**config.mk**
```make
export PLATFORM = sky130hd
export DESIGN_NAME = sdram_dq_path
export DESIGN_NICKNAME = d
export VERILOG_FILES = /design/src/rtl/sdram_dq_path.sv
export SDC_FILE = /design/constraint.sdc
export NUM_CORES = 1
export LEC_CHECK = 0
export BUFFER_PORTS_ARGS = -buffer_cell sky130_fd_sc_hd__buf_2
export CORE_MARGIN = 4
export CORE_UTILIZATION = 37
export DETAILED_ROUTE_END_ITERATION = 8
export MAX_ROUTING_LAYER = met4
export PLACE_DENSITY = 0.73
export RECOVER_POWER = 25
export SLEW_MARGIN = 20
export SYNTH_ARGS = -nofsm -noshare
export SYNTH_HDL_FRONTEND = slang
export SYNTH_SLANG_ARGS = --single-unit
```
**constraint.sdc**
```tcl
create_clock -name clk -period 1.1 [get_ports clk]
set_input_delay 0 -clock clk [delete_from_list [all_inputs] [get_ports clk]]
set_output_delay 0 -clock clk [all_outputs]
set_load 0.01 [all_outputs]
```
**src/rtl/sdram_dq_path.sv**
```systemverilog
module sdram_dq_path #(
  parameter int DATA_W      = 32,
  parameter int MAX_CL      = 3,
  parameter int WR_RECOVERY = 2,
  localparam int LANES      = DATA_W / 8,
  localparam int CW         = $clog2(WR_RECOVERY + 1)
) (
  input  logic              clk,
  input  logic              rst_n,
  input  logic [1:0]        cas_lat,
  input  logic              rd_beat,
  input  logic [LANES-1:0]  rd_byte_en,
  input  logic              wr_beat,
  input  logic [LANES-1:0]  wr_byte_en,
  input  logic [DATA_W-1:0] wr_data,
  input  logic [DATA_W-1:0] dq_in,
  output logic [DATA_W-1:0] dq_out,
  output logic              dq_oe,
  output logic [LANES-1:0]  dqm,
  output logic              rd_valid,
  output logic [DATA_W-1:0] rd_data,
  output logic [LANES-1:0]  rd_lane_valid,
  output logic              wr_recovered
);

  logic [1:0]       cl_eff;
  logic [MAX_CL-1:0] pv;
  logic [LANES-1:0] pbe [MAX_CL];
  logic             tap_v;
  logic [LANES-1:0] tap_be;
  logic [DATA_W-1:0] tap_mask;
  logic [LANES-1:0] rd_mask, wr_mask;
  logic [CW-1:0]    since_wr;

  assign cl_eff = (cas_lat == 2'd0) ? 2'd1 : cas_lat;
  assign tap_v  = pv[cl_eff - 2'd1];
  assign tap_be = pbe[cl_eff - 2'd1];

  for (genvar g = 0; g < LANES; g++) begin : g_lane
    assign tap_mask[g*8 +: 8] = {8{tap_be[g]}};
  end

  always_comb begin
    rd_mask = '0;
    if (cl_eff <= 2'd2) begin
      if (rd_beat) rd_mask = ~rd_byte_en;
    end else if (pv[cl_eff - 2'd3]) begin
      rd_mask = ~pbe[cl_eff - 2'd3];
    end
  end

  assign wr_mask = wr_beat ? ~wr_byte_en : '0;
  assign dqm     = rst_n ? (rd_mask | wr_mask) : '0;
  assign dq_oe   = rst_n & wr_beat;
  assign dq_out  = dq_oe ? wr_data : '0;

  always_ff @(posedge clk) begin
    if (!rst_n) begin
      pv <= '0;
      for (int k = 0; k < MAX_CL; k++) pbe[k] <= '0;
      rd_valid      <= 1'b0;
      rd_data       <= '0;
      rd_lane_valid <= '0;
    end else begin
      pv     <= {pv[MAX_CL-2:0], rd_beat};
      pbe[0] <= rd_byte_en;
      for (int k = 1; k < MAX_CL; k++) pbe[k] <= pbe[k-1];
      rd_valid      <= tap_v;
      rd_lane_valid <= tap_v ? tap_be : '0;
      rd_data       <= tap_v ? (dq_in & tap_mask) : '0;
    end
  end

  always_ff @(posedge clk) begin
    if (!rst_n)                      since_wr <= CW'(WR_RECOVERY);
    else if (wr_beat)                since_wr <= CW'(1);
    else if (since_wr < WR_RECOVERY) since_wr <= since_wr + CW'(1);
  end

  assign wr_recovered = !dq_oe && (since_wr >= CW'(WR_RECOVERY));

endmodule


```
Word-level counts from Yosys, hierarchy flattened --
Memories as Yosys holds them, arrays and structs flattened. Index checks and enable logic that the tools add are counted.
Cells by class: $add $sub $neg 3, multiplexer cells 18, bitwise operators 9, order comparisons 5, reduce and logical (&&, ||, !) cells 5
Operators by type and width (count):
- AND 32 bit | 1
- two-way mux 32 bit | 1
- two-way mux 4 bit | 8
- NOT 4 bit | 3
- < comparator 2 x 3 -> 1 bit, second input constant | 2
- two-way mux 2 bit | 3
- binary-select mux 1 bit (select 2 bit) | 2
- two-way mux 1 bit | 4
- OR 4 bit | 1
- OR 1 bit | 3
- adder 2 x 1 -> 2 bit, second input constant | 1
- greater-or-equal comparator 2 bit, second input constant | 1
- less-or-equal comparator 2 bit, second input constant | 1
- zero test 2 bit | 1
- < comparator 2 bit, second input constant | 1
- AND reduction 2 bit | 1
- nonzero test 2 bit | 1
- subtractor 2 x 1 -> 2 bit, second input constant | 1
- subtractor 2 bit, second input constant | 1
- AND 1 bit | 1
- logical AND 1 bit | 1
- zero test 1 bit | 1
Word-level totals: output and inout bits 75, memories 1, register bits after elaboration 42, bits in writable memories 12, bits of input ports 78
Memory list:
- pbe | depth 3, bits a word 4, rd ports 4, clocked after memory_dff 0, wr ports 3, RTL line 28 | logic [LANES-1:0] pbe [MAX_CL];

Logic depth before layout (Yosys ltp) --
word-level depth 9, depth in mapped cells 6, mapped depth without buffers 4

Worst setup path before layout --
Ideal clock, no wire load.
kind register -> register, start register pv[0], end register rd_data[24], buffers on the path 2, arrival 964 ps, slack 63 ps, data required time 1027 ps, cell stages (with the launch flop) 6, cells stage by stage dfxtp_1 > o21ai_0 > a21o_1 > buf_6 > buf_12 > nor3_4
Between the ends: cells in the longest elaborated chain, start to end 3
Ends and longest elaborated chain:
- from (decl) | RTL line 27 | logic [MAX_CL-1:0] pv;
- from (signal assigned) | RTL line 65 | pv <= {pv[MAX_CL-2:0], rd_beat};
- binary-select mux 1 bit (select 2 bit) | RTL line 36 | assign tap_v = pv[cl_eff - 2'd1];
- two-way mux 1 bit (implied by the code) | RTL line 36
- AND reduction 2 bit (no line)
- to (signal assigned) | RTL line 70 | rd_data <= tap_v ? (dq_in & tap_mask) : '0;
- to (decl) | RTL line 21 | output logic [DATA_W-1:0] rd_data,
Every way passes these cells. The select of a mux whose other input is x is not followed. A chain may end at the register's enable or synchronous reset.

==> impl_metrics.env <==
export IMPL_die_area_sq_um=7510
export IMPL_synth_adder_area_share_pct=0.546
export IMPL_clock_latency_ns=0.32
export IMPL_clk_path_buf_depth=2
export IMPL_cts_tree="built"
export IMPL_post_route_min_period_ns=1.13
export IMPL_cp_end_kind="output port"
export IMPL_synth_top_area_share_pct=47.2
export IMPL_cellPowerDensity_nw_per_um2=1120
export IMPL_wl_met2_um=3730
export IMPL_fp_dieH_um=86.7
export IMPL_first_pass_iters=4
export IMPL_relSlewSlack_pct=77.4
export IMPL_route_detailed_drc=0
export IMPL_synth_compound_area_share_pct=10.9
export IMPL_worstHoldStart="wr_beat"
export IMPL_fmax_ghz=0.883
export IMPL_drt_met1_wl_um=2810
export IMPL_core_area_sq_um=5960
export IMPL_drt_iter0_markers=42
export IMPL_outcome="finished, violations left"
export IMPL_hold_violations=0
export IMPL_power_switching_mw=1.09
export IMPL_ys_warn_count=0
export IMPL_worst_slack_ns=-0.0323
export IMPL_violations="negative setup slack"
export IMPL_synth_top_family_by_area="simple AND/OR/NAND/NOR gates"
export IMPL_muxShareOfSynthArea_pct=2.19
export IMPL_crit_buf_inv=1
export IMPL_ys_ff_latch=54
export IMPL_final_cell_mix="buf_2 (149), dfxtp_1 (48), dlygate4sd3_1 (38)"
export IMPL_grt_usage_pct=19.2
export IMPL_clkSlewWorstSetupHoldPaths_ns=0.09
export IMPL_routed_via_density=4.79
export IMPL_setup_viol=5
export IMPL_worstPathArrival_ns=1.13
export IMPL_grt_max_degree=42
export IMPL_grt_ovfl_total=0
export IMPL_internal_power_mw=3.11
export IMPL_wl_met3_um=617
export IMPL_antenna_found_initial=1
export IMPL_wl_per_cell_um=14.6
export IMPL_synth_area_leaders="dfxtp_1 (47%), nor3_2 (12%), and3_1 (8.7%)"
export IMPL_clkPwrFrac_pct=31.9
export IMPL_routed_top_layer="met4"
export IMPL_mostFrequentLayoutCell="buf_2"
export IMPL_yosys_cell_types_count=25
export IMPL_synthToLayoutAreaGrowth_pct=63.1
export IMPL_numPlacedInstances=449
export IMPL_final_cells=498
export IMPL_p_leak_nw=1.86
export IMPL_cts_made_buffers=5
export IMPL_hold_slack_ns=0.0681
export IMPL_syn_area_per_cell_sq_um=9.74
export IMPL_crit_start="pbe[0][2]"
export IMPL_startpoint_type="register"
export IMPL_fin_crit_sh_pct=103
export IMPL_swShare_pct=25.9
export IMPL_synth_xor_area_share_pct=0.383
export IMPL_gp_congestion=0.747
export IMPL_yosysSeqAreaShare_pct=47.2
export IMPL_grt_pass1_wl_um=11000
export IMPL_initial_core_util_pct=38.4
export IMPL_syn_nets=314
export IMPL_finalNetCount=500
export IMPL_io_pins=153
export IMPL_num_vias=2386
export IMPL_clock_sinks=54
export IMPL_io_buffers=152
export IMPL_synthCells=235
export IMPL_crit_fanout=11
export IMPL_dpl_hpwl_um=5100
export IMPL_irDropWorstVdd_mv=0.701
export IMPL_critPathKind="reg2out"
export IMPL_skew_ns=0.0116
export IMPL_seq_power_share_pct=48.9
export IMPL_cts_root_buf="clkbuf_8"
export IMPL_crit_family="flip-flops"
export IMPL_worstPathRequired_ns=1.10
export IMPL_drv_cap=0
export IMPL_routed_wl_um=7270
export IMPL_ant_nets=0
export IMPL_post_synth_top_area_cell="dfxtp_1"
export IMPL_regToRegStartpoint="pv[0]"
export IMPL_grt_pass1_vias=2342
export IMPL_rows=28
export IMPL_slew_violations=0
export IMPL_die_x_um=86.7
export IMPL_worst_pin_slew_ns=0.335
export IMPL_holdCritPathClass="in2reg"
export IMPL_yosys_area_share_simple_pct=31.1
export IMPL_syn_area_sq_um=2290
export IMPL_drive_gt1_share_pct=53.1
export IMPL_rsz0062_at_grt="true"
export IMPL_ctsHtreeMaxLevel=2
export IMPL_p_comb_share_pct=19.2
export IMPL_max_stage_delay_ns=0.46
export IMPL_path_cells="nor2_1, o21a_1, buf_2"
export IMPL_cp_slowest_cell="dfxtp_2"
layer usage:
metal  GRT usage, %  up-vias
met1           21.5     1077
met5              -        -
met4           5.38        0
met3           4.09       10
li1               -     1180
met2           34.4      119
registers in the layout, summed over array words and instances, names as in the netlist:
name           count
rd_valid           1
since_wr           2
rd_data           32
pv                 3
rd_lane_valid      4
pbe               12
worst paths after layout:
check	to	slack (ns)	depth (start not counted)
max	dqm[2]	-0.03	3
min	since_wr[0]	0.07	3
max reg2reg	rd_data[7]	0	4
min reg2reg	pbe[2][0]	0.47	1
power groups by stage:
stage,clock network (mW),registers (mW),logic (mW)
after floorplan,0,2.09,0.369
after global placement,0,2.09,0.654
after detailed placement,0,2.10,0.663
after CTS,1.35,2.05,0.782
after global routing,1.43,2.06,0.886
final,1.34,2.05,0.806
tightest hold or removal path: cells and delay by family:
family                 cells  cell delay [ns]
AO/OA/AOI/OAI              1             0.14
buffers and inverters      2             0.19
cells in the mapped netlist:
library cell and number:
nand3_1 1, nor3_4 2, buf_8 1, o21ai_0 34, nor2_1 10, a21boi_0 1
nor2b_1 1, xor2_1 1, a21bo_2 1, o21a_1 4, a21o_1 1, and3_1 32
nor3_1 7, buf_6 2, buf_12 2, mux2i_1 5, and2_1 20, ha_1 1
o22ai_1 4, buf_2 4, clkbuf_1 15, nor3_2 27, dfxtp_1 54, inv_1 3
clkbuf_2 2
layout make-up:
type	count	area [sq um]
fillers	512	2220
repair buffers	205	1300
multi-input cells	152	1110
flip-flops and latches	54	1100
well taps	75	93.8
clock buffers	5	68.8
clock inverters	3	45.0
inverters	3	11.3
diodes	1	2.50
repair_timing:
action	in CTS	in global routing
setup buffers	0	2
endpoints found under the setup margin	27	42
hold buffers	38	0
resized for setup	19	10
hold endpoints to repair	38	0
pin swaps	12	4
cells by family (layout without fill, tap and decap cells):
logic type | after synthesis | in the layout
other | 0 | 1
AND/OR/NAND/NOR | 100 | 100
flip-flops | 54 | 54
adder cells (fa/ha/maj) | 1 | 1
AO/OA/AOI/OAI | 45 | 45
XOR/XNOR | 1 | 1
buffers and inverters | 29 | 216
multiplexers | 5 | 5
through the flow:
stage          utilization, %  power, mW  setup TNS [ns]  setup WS (ns)  area (sq um)
3_3_place_gp             52.5       2.75          -0.442        -0.0544          3130
3_5_place_dp             52.5       2.76          -0.517        -0.0693          3130
5_1_grt                  62.7       4.38           -2.12        -0.0965          3730
2_1_floorplan               -       2.46               0         0.0632          2290
4_1_cts                  61.7       4.19          -0.185        -0.0418          3680
6_report                 62.7       4.20         -0.0894        -0.0323          3730
Note: power is estimated with default switching activity, not from simulation.
